$ cat config.mk
export PLATFORM = sky130hd
export DESIGN_NAME = spi_regxact_decoder
export DESIGN_NICKNAME = d
export VERILOG_FILES = /design/src/rtl/spi_xact_pkg.sv /design/src/rtl/spi_edge_sync.sv /design/src/rtl/mask_merge.sv /design/src/rtl/spi_regxact_decoder.sv
export SDC_FILE = /design/constraint.sdc
export NUM_CORES = 1
export LEC_CHECK = 0
export BUFFER_PORTS_ARGS = -buffer_cell sky130_fd_sc_hd__buf_2
export CORE_UTILIZATION = 51
export DETAILED_ROUTE_END_ITERATION = 12
export HOLD_SLACK_MARGIN = 0.08
export PLACE_DENSITY = 0.75
export SETUP_SLACK_MARGIN = 0.4
export SYNTH_ARGS = -nofsm -noshare
export SYNTH_HDL_FRONTEND = slang
export SYNTH_SLANG_ARGS = --single-unit
$ cat constraint.sdc
create_clock -name clk -period 4.65 [get_ports clk]
set_input_delay 0.465 -clock clk [delete_from_list [all_inputs] [get_ports clk]]
set_output_delay 0.465 -clock clk [all_outputs]
set_load 0.02 [all_outputs]
$ cat src/rtl/spi_xact_pkg.sv
`timescale 1ns/1ps
package spi_xact_pkg;
    localparam int FILE_W    = 5;
    localparam int SUB_W     = 7;
    localparam int ADDR_W    = FILE_W + SUB_W;
    localparam int OCT_W     = 8;
    localparam int MASK_OCT  = 4;
    localparam int IDX_W     = $clog2(MASK_OCT);

    typedef enum logic [2:0] {
        ST_HDR0,
        ST_HDR1,
        ST_READ,
        ST_WRITE,
        ST_AND,
        ST_OR,
        ST_SKIP
    } xact_state_e;
endpackage

$ cat src/rtl/spi_edge_sync.sv
`timescale 1ns/1ps
module spi_edge_sync #(
    parameter int STAGES = 2
) (
    input  logic clk,
    input  logic rst_n,
    input  logic sclk_i,
    input  logic csn_i,
    input  logic mosi_i,
    output logic sclk_rise,
    output logic sclk_fall,
    output logic csn_s,
    output logic mosi_s
);
    localparam int NSIG = 3;
    localparam logic [NSIG-1:0] RST_VAL = 3'b100;

    logic [NSIG-1:0] raw;
    logic [NSIG-1:0] synced;
    logic            sclk_d;

    assign raw = {csn_i, mosi_i, sclk_i};

    for (genvar g = 0; g < NSIG; g++) begin : g_sig
        logic [STAGES-1:0] sh;
        always_ff @(posedge clk or negedge rst_n) begin
            if (!rst_n) sh <= {STAGES{RST_VAL[g]}};
            else        sh <= {sh[STAGES-2:0], raw[g]};
        end
        assign synced[g] = sh[STAGES-1];
    end

    always_ff @(posedge clk or negedge rst_n) begin
        if (!rst_n) sclk_d <= 1'b0;
        else        sclk_d <= synced[0];
    end

    assign sclk_rise = synced[0] & ~sclk_d;
    assign sclk_fall = ~synced[0] & sclk_d;
    assign mosi_s    = synced[1];
    assign csn_s     = synced[2];
endmodule

$ cat src/rtl/mask_merge.sv
`timescale 1ns/1ps
module mask_merge #(
    parameter int W = 8
) (
    input  logic [W-1:0] old_i,
    input  logic [W-1:0] and_i,
    input  logic [W-1:0] or_i,
    output logic [W-1:0] merged_o
);
    assign merged_o = (old_i & and_i) | or_i;
endmodule

$ cat src/rtl/spi_regxact_decoder.sv
`timescale 1ns/1ps
module spi_regxact_decoder
    import spi_xact_pkg::*;
#(
    parameter int SYNC_STAGES = 2
) (
    input  logic              clk,
    input  logic              rst_n,
    input  logic              spi_sclk,
    input  logic              spi_csn,
    input  logic              spi_mosi,
    output logic              spi_miso,
    output logic [ADDR_W-1:0] reg_addr,
    output logic [OCT_W-1:0]  reg_wdata,
    output logic              reg_we,
    input  logic [OCT_W-1:0]  reg_rdata,
    output logic [FILE_W-1:0] cmd_code,
    output logic              cmd_valid
);
    logic sclk_rise, sclk_fall, csn_s, mosi_s;

    spi_edge_sync #(.STAGES(SYNC_STAGES)) u_sync (
        .clk(clk), .rst_n(rst_n),
        .sclk_i(spi_sclk), .csn_i(spi_csn), .mosi_i(spi_mosi),
        .sclk_rise(sclk_rise), .sclk_fall(sclk_fall),
        .csn_s(csn_s), .mosi_s(mosi_s)
    );

    xact_state_e       st_q, st_d;
    logic [2:0]        bit_q;
    logic [OCT_W-2:0]  sr_q;
    logic [OCT_W-1:0]  byte_w;
    logic              oct_done;
    logic [FILE_W-1:0] file_q;
    logic [SUB_W-1:0]  sub_q;
    logic              dir_q, subhi_q;
    logic [IDX_W-1:0]  idx_q, nmask_q;
    logic [OCT_W-1:0]  and_q [MASK_OCT];
    logic [OCT_W-1:0]  tx_q, wdata_q, merged;
    logic              ld_q, we_q, miso_q, cv_q;
    logic [FILE_W-1:0] cc_q;

    assign byte_w   = {sr_q, mosi_s};
    assign oct_done = sclk_rise & (bit_q == 3'd7) & ~csn_s;

    mask_merge #(.W(OCT_W)) u_merge (
        .old_i(reg_rdata), .and_i(and_q[idx_q]), .or_i(byte_w), .merged_o(merged)
    );

    // next-state decision
    always_comb begin
        st_d = st_q;
        if (csn_s) begin
            st_d = ST_HDR0;
        end else if (oct_done) begin
            unique case (st_q)
                ST_HDR0: begin
                    if (byte_w[6])      st_d = ST_HDR1;
                    else if (byte_w[0]) st_d = ST_SKIP;
                    else                st_d = byte_w[7] ? ST_WRITE : ST_READ;
                end
                ST_HDR1: begin
                    if (!dir_q)                 st_d = ST_READ;
                    else if (byte_w[1:0] == '0) st_d = ST_WRITE;
                    else                        st_d = ST_AND;
                end
                ST_AND:  if (idx_q == nmask_q) st_d = ST_OR;
                ST_OR:   if (idx_q == nmask_q) st_d = ST_SKIP;
                default: st_d = st_q;
            endcase
        end
    end

    // state register
    always_ff @(posedge clk or negedge rst_n) begin
        if (!rst_n) st_q <= ST_HDR0;
        else        st_q <= st_d;
    end

    // datapath and outputs
    always_ff @(posedge clk or negedge rst_n) begin
        if (!rst_n) begin
            bit_q <= '0; sr_q <= '0; file_q <= '0; sub_q <= '0;
            dir_q <= 1'b0; subhi_q <= 1'b0; idx_q <= '0; nmask_q <= '0;
            for (int k = 0; k < MASK_OCT; k++) and_q[k] <= '0;
            tx_q <= '0; wdata_q <= '0; ld_q <= 1'b0; we_q <= 1'b0;
            miso_q <= 1'b0; cv_q <= 1'b0; cc_q <= '0;
        end else begin
            cv_q <= 1'b0;
            we_q <= 1'b0;
            ld_q <= 1'b0;
            if (we_q) sub_q <= sub_q + 1'b1;
            if (ld_q) tx_q <= reg_rdata;
            if (csn_s) begin
                bit_q  <= '0;
                miso_q <= 1'b0;
            end else begin
                if (sclk_rise) begin
                    sr_q  <= byte_w[OCT_W-2:0];
                    bit_q <= bit_q + 3'd1;
                end
                if (sclk_fall) begin
                    if (st_q == ST_READ) begin
                        miso_q <= tx_q[OCT_W-1];
                        tx_q   <= {tx_q[OCT_W-2:0], 1'b0};
                    end else begin
                        miso_q <= 1'b0;
                    end
                end
                if (oct_done) begin
                    unique case (st_q)
                        ST_HDR0: begin
                            file_q  <= byte_w[5:1];
                            dir_q   <= byte_w[7];
                            subhi_q <= byte_w[0];
                            if (!byte_w[6]) begin
                                if (byte_w[0]) begin
                                    cv_q <= 1'b1;
                                    cc_q <= byte_w[5:1];
                                end else begin
                                    sub_q <= '0;
                                    ld_q  <= ~byte_w[7];
                                end
                            end
                        end
                        ST_HDR1: begin
                            sub_q   <= {subhi_q, byte_w[7:2]};
                            idx_q   <= '0;
                            nmask_q <= (byte_w[1:0] == 2'b11) ? IDX_W'(MASK_OCT - 1)
                                                              : IDX_W'(byte_w[1:0] - 2'd1);
                            ld_q    <= ~dir_q;
                        end
                        ST_READ: begin
                            sub_q <= sub_q + 1'b1;
                            ld_q  <= 1'b1;
                        end
                        ST_WRITE: begin
                            we_q    <= 1'b1;
                            wdata_q <= byte_w;
                        end
                        ST_AND: begin
                            and_q[idx_q] <= byte_w;
                            idx_q <= (idx_q == nmask_q) ? '0 : idx_q + 1'b1;
                        end
                        ST_OR: begin
                            we_q    <= 1'b1;
                            wdata_q <= merged;
                            idx_q   <= idx_q + 1'b1;
                        end
                        default: ;
                    endcase
                end
            end
        end
    end

    assign spi_miso  = miso_q;
    assign reg_addr  = {file_q, sub_q};
    assign reg_wdata = wdata_q;
    assign reg_we    = we_q;
    assign cmd_code  = cc_q;
    assign cmd_valid = cv_q;


    cmd_pulse_chk: assert property (@(posedge clk) disable iff (!rst_n)
        cmd_valid |=> !cmd_valid);


    cmd_no_access_chk: assert property (@(posedge clk) disable iff (!rst_n)
        cmd_valid |-> (st_q == ST_SKIP));


    commit_edge_chk: assert property (@(posedge clk) disable iff (!rst_n)
        reg_we |-> ($past(sclk_rise) && !$past(csn_s)));


    hdr_miso_chk: assert property (@(posedge clk) disable iff (!rst_n)
        (st_q == ST_HDR0) |-> !spi_miso);


    abort_idle_chk: assert property (@(posedge clk) disable iff (!rst_n)
        csn_s |=> ((st_q == ST_HDR0) && !reg_we));
endmodule

==> run summary <==
The hold-fix buffer count after cts came out at 0. The detailed placer's ending HPWL is 5777 um. The portion of the post-synthesis area used by sequential elements is a little over half. The average routed wire per standard cell came out at around 17 um. The number of nets in the synthesized netlist is about 370. The share of total power dissipated in combinational logic is between 5 and 6%.

The internal power of the cells totals about 1200 uW. For the worst setup path, the data required time is 4890 ps. The number of antenna violations at the first check in global routing is 0. The worst setup path is launched from a register. The yosys synthesis warning count came out at 0. The dominant synthesized flop cell is sky130_fd_sc_hd__dfrtp_1. Of all nets on the critical path, the largest fanout is 8. The die outline width is 94.59 um. sky130_fd_sc_hd__dfrtp_1 takes more of the synthesized area than any other cell. The routed design has 8567 um of wire. The transition time of the tightest slew-check pin came out at 851.8 ps. The tree is rooted in a sky130_fd_sc_hd__clkbuf_8.

In this run the post-CTS setup repair buffer count came out at 0. The worst ir drop on vdd is 211.3 uV. The portion of the clock cycle consumed by the worst path in the final layout is 49.62%. After synthesis the netlist holds a flip-flop and latch count of 95. The count of endpoints failing setup in the final report is 0. The die outline height is about 95 um. By startpoint and endpoint, the worst setup path is classified as reg2reg. The worst flop-to-flop path startpoint is bit_q[0]. Clock tree synthesis inserted a total of 9 buffers. The sum of negative setup slack is 0 ps.

The endpoint arrival time on the critical path came out at roughly 2600 ps. After synthesis, the cell types taking the most area are sky130_fd_sc_hd__dfrtp_1 53%, sky130_fd_sc_hd__mux2_2 13%, sky130_fd_sc_hd__mux4_2 4.1%. The share of the core filled with cells in the final layout came out at about three fifths.

The first-pass GRT wire length came out at 14060 um. The total clock sinks is 95. The count of different cell masters after synthesis came out at 48. The number of antenna-violating nets in the routed design is 0. The count of boundary I/O pins came out at 41. The number of hold violations in the final report came out at 0. The effective utilization at floorplan came out at 52.94%. The total inserted antenna cells came out at 0.

The upper clock frequency limit came out at ~430 MHz. The net switching power of the design came out at 426.3 uW. The flow ran to the end, and the final reports show no timing, DRC or antenna violations. The path class of the tightest hold or removal check is in2async. Averaged over all synthesized cells, the footprint is 12.45 sq um. The total of buffers placed on input and output ports is 40. In the synthesized netlist the async set-or-reset flop fraction comes to 100.0%. The final net count came out at 405. The number of global-route vias before repair is 2693. The post-layout minimum cycle time is approximately 2300 ps. The maximum clock path buffer count is 2. Summing every instance area after synthesis gives ~4400 sq um. After clock tree synthesis, the clock-pin slew on the worst setup and hold paths is 90 ps.

The number of flops mapped to enable cells by yosys is 0. The worst clock skew on the final layout came out at 14.33 ps. The path depth of the worst reg2reg path came out at 6.

The clock network latency to the later pin of the worst-skew pair came out at 360 ps. The sequential power share came out at 60.0%. The number of placement rows is 33. The starting DRC count in detailed routing came out at 243. The iteration count of the initial detailed-routing pass is 5.

The number of pins with negative max-slew slack in the final report is 0. The worst setup slack for register-to-register paths is 2340 ps. The number of violations of the max-capacitance limit came out at 0. The endpoint identified for the worst register-to-register timing path is cmd_code[2].

The die footprint is ~9000 sq um. The mean number of vias per cell came out at 5.661. The worst hold slack across all endpoints is 60.82 ps. The final-layout fill cell count came out at approximately 690. The total global routing track utilization came out at 21.03%. The clock share of power is between 30% and 40%.

The pin count of the biggest net entering global routing is 58. The global placer's final weighted congestion is between 0.8 and 0.9. In the routed design, unresolved DRC markers number 0. Setup repair after global routing left no endpoint under its margin. The top-area cell type share of the netlist area came out at 53.23%. The count of mapped cells out of synthesis came out at 351. The via count is 2791. The area added between synthesis and finish is 10.33%. The power density over cell area is 329.1 nW/um^2. The worst setup path is captured at a register. After clock tree synthesis, the repair step resized 0 gates. CTS built an H-tree with a depth of 3. The floorplan core area is 8258 sq um. The sum of overflow across all layers after global routing is 0. The switching power as a share of total power is a little over a quarter. For this design the static power due to leakage is between 0.002 and 0.0025 uW.

The post-route netlist has 31.70% of its cells at a drive strength greater than 1. The headroom to the max-slew limit came out at between 40% and 50%. TritonCTS built the clock tree.
-- kinds of logic after synthesis --
kind of cell,Yosys count,share of synthesized area (%)
AOI/OAI and AO/OA,65,9.445
and+or+nand+nor,73,9.273
buffers and inverters,31,2.948
xor gates and xnor gates,9,1.803
DFF,95,54.44
adders and majority gates,9,2.576
muxes,69,19.52
-- metal layers --
layer	part of all wire [%]	GRT usage, %	vias to the layer above
met3	5.5	3.543	13
met5	0	0	-
li1	-	-	1320
met2	45	32.25	77
met1	47	30.43	1381
met4	1.7	7.197	0
-- final cells by class --
class / count / area [sq um] / share of cell area, %
Clock buffer: 12 / 145.1 / 3.009
Clock inverter: 4 / 52.55 / 1.089
Inverter: 11 / 41.29 / 0.8560
Multi-Input combinational cell: 225 / 1863 / 38.63
Sequential cell: 95 / 2380 / 49.34
Tap cell: 105 / 131.4 / 2.724
Timing Repair Buffer: 41 / 210.2 / 4.358
-- sequential cells by signal, indices dropped and copies added, names as in the netlist, 3 cells and up --
register         flops
reg_wdata            8
tx_q                 8
file_q               5
bit_q                3
u_sync.g_sig.sh      6
cmd_code             5
and_q               32
st_q                 3
sr_q                 7
sub_q                7
-- cells in the mapped netlist, drive strengths merged (2+ instances only) --
| cell type | instances |
|---|---|
| a21oi | 16 |
| mux2i | 11 |
| inv | 11 |
| a31oi | 10 |
| nand2b | 3 |
| nor2 | 23 |
| nor3 | 4 |
| o22ai | 4 |
| or2 | 2 |
| xor2 | 6 |
| dfrtp | 93 |
| o21bai | 2 |
| xnor2 | 3 |
| o221ai | 3 |
| and3 | 4 |
| nand4bb | 2 |
| mux2 | 50 |
| dfstp | 2 |
| o31ai | 2 |
| nand4 | 2 |
| o21ai | 16 |
| nand2 | 24 |
| a22oi | 4 |
| o211a | 3 |
| ha | 9 |
| buf | 8 |
| clkbuf | 12 |
| mux4 | 8 |
-- how the worst max path moves through the flow --
stage / endpoint / depth (start not counted) / from
floorplan: cmd_code[0] / 6 / bit_q[0]
global placement: cmd_code[0] / 6 / bit_q[0]
detailed placement: cmd_code[3] / 6 / bit_q[0]
CTS: cmd_code[3] / 6 / bit_q[0]
global route: cmd_code[0] / 6 / bit_q[0]
finish: cmd_code[2] / 6 / bit_q[0]
-- through the flow --
stage               power, uW  cells  cell area [sq um]  setup slack, ps
detailed placement       1056    477               4626             2340
global route             1647    493               4823             2201
floorplan               982.8    351               4372             2617
finish                   1588    493               4823             2343
global placement         1049    477               4626             2442
CTS                      1597    493               4823             2316
-- critical path, cell delays in order (launching register included) --
cell,delay [ps]
sky130_fd_sc_hd__dfrtp_1,370
sky130_fd_sc_hd__ha_1,150
sky130_fd_sc_hd__ha_1,210
sky130_fd_sc_hd__nand4bb_4,180
sky130_fd_sc_hd__nor4_4,470
sky130_fd_sc_hd__nor3b_4,430
sky130_fd_sc_hd__mux2_2,380
-- layout by cell type, fill, tap and decap left out, types with 6 or more instances in the layout --
master / synthesis / layout
sky130_fd_sc_hd__buf_2: 4 / 39
sky130_fd_sc_hd__mux2_2: 49 / 49
sky130_fd_sc_hd__mux4_2: 8 / 8
sky130_fd_sc_hd__ha_1: 9 / 9
sky130_fd_sc_hd__a21oi_1: 16 / 16
sky130_fd_sc_hd__a31oi_1: 10 / 10
sky130_fd_sc_hd__dfrtp_1: 93 / 93
sky130_fd_sc_hd__nor2_1: 22 / 22
sky130_fd_sc_hd__nand2_1: 24 / 24
sky130_fd_sc_hd__o21ai_0: 16 / 16
sky130_fd_sc_hd__mux2i_1: 11 / 11
sky130_fd_sc_hd__xor2_1: 6 / 6
sky130_fd_sc_hd__clkbuf_8: 0 / 10
sky130_fd_sc_hd__inv_1: 11 / 11
-- power by group through the flow --
| stage | combinational (uW) | sequential (uW) | clock (uW) |
|---|---|---|---|
| 2_1_floorplan | 100 | 883 | 0 |
| 3_3_place_gp | 82.9 | 966 | 0 |
| 3_5_place_dp | 88.0 | 968 | 0 |
| 4_1_cts | 88.9 | 951 | 557 |
| 5_1_grt | 97.8 | 959 | 590 |
| 6_report | 87.4 | 952 | 548 |
(Power assumes the default switching activity.)
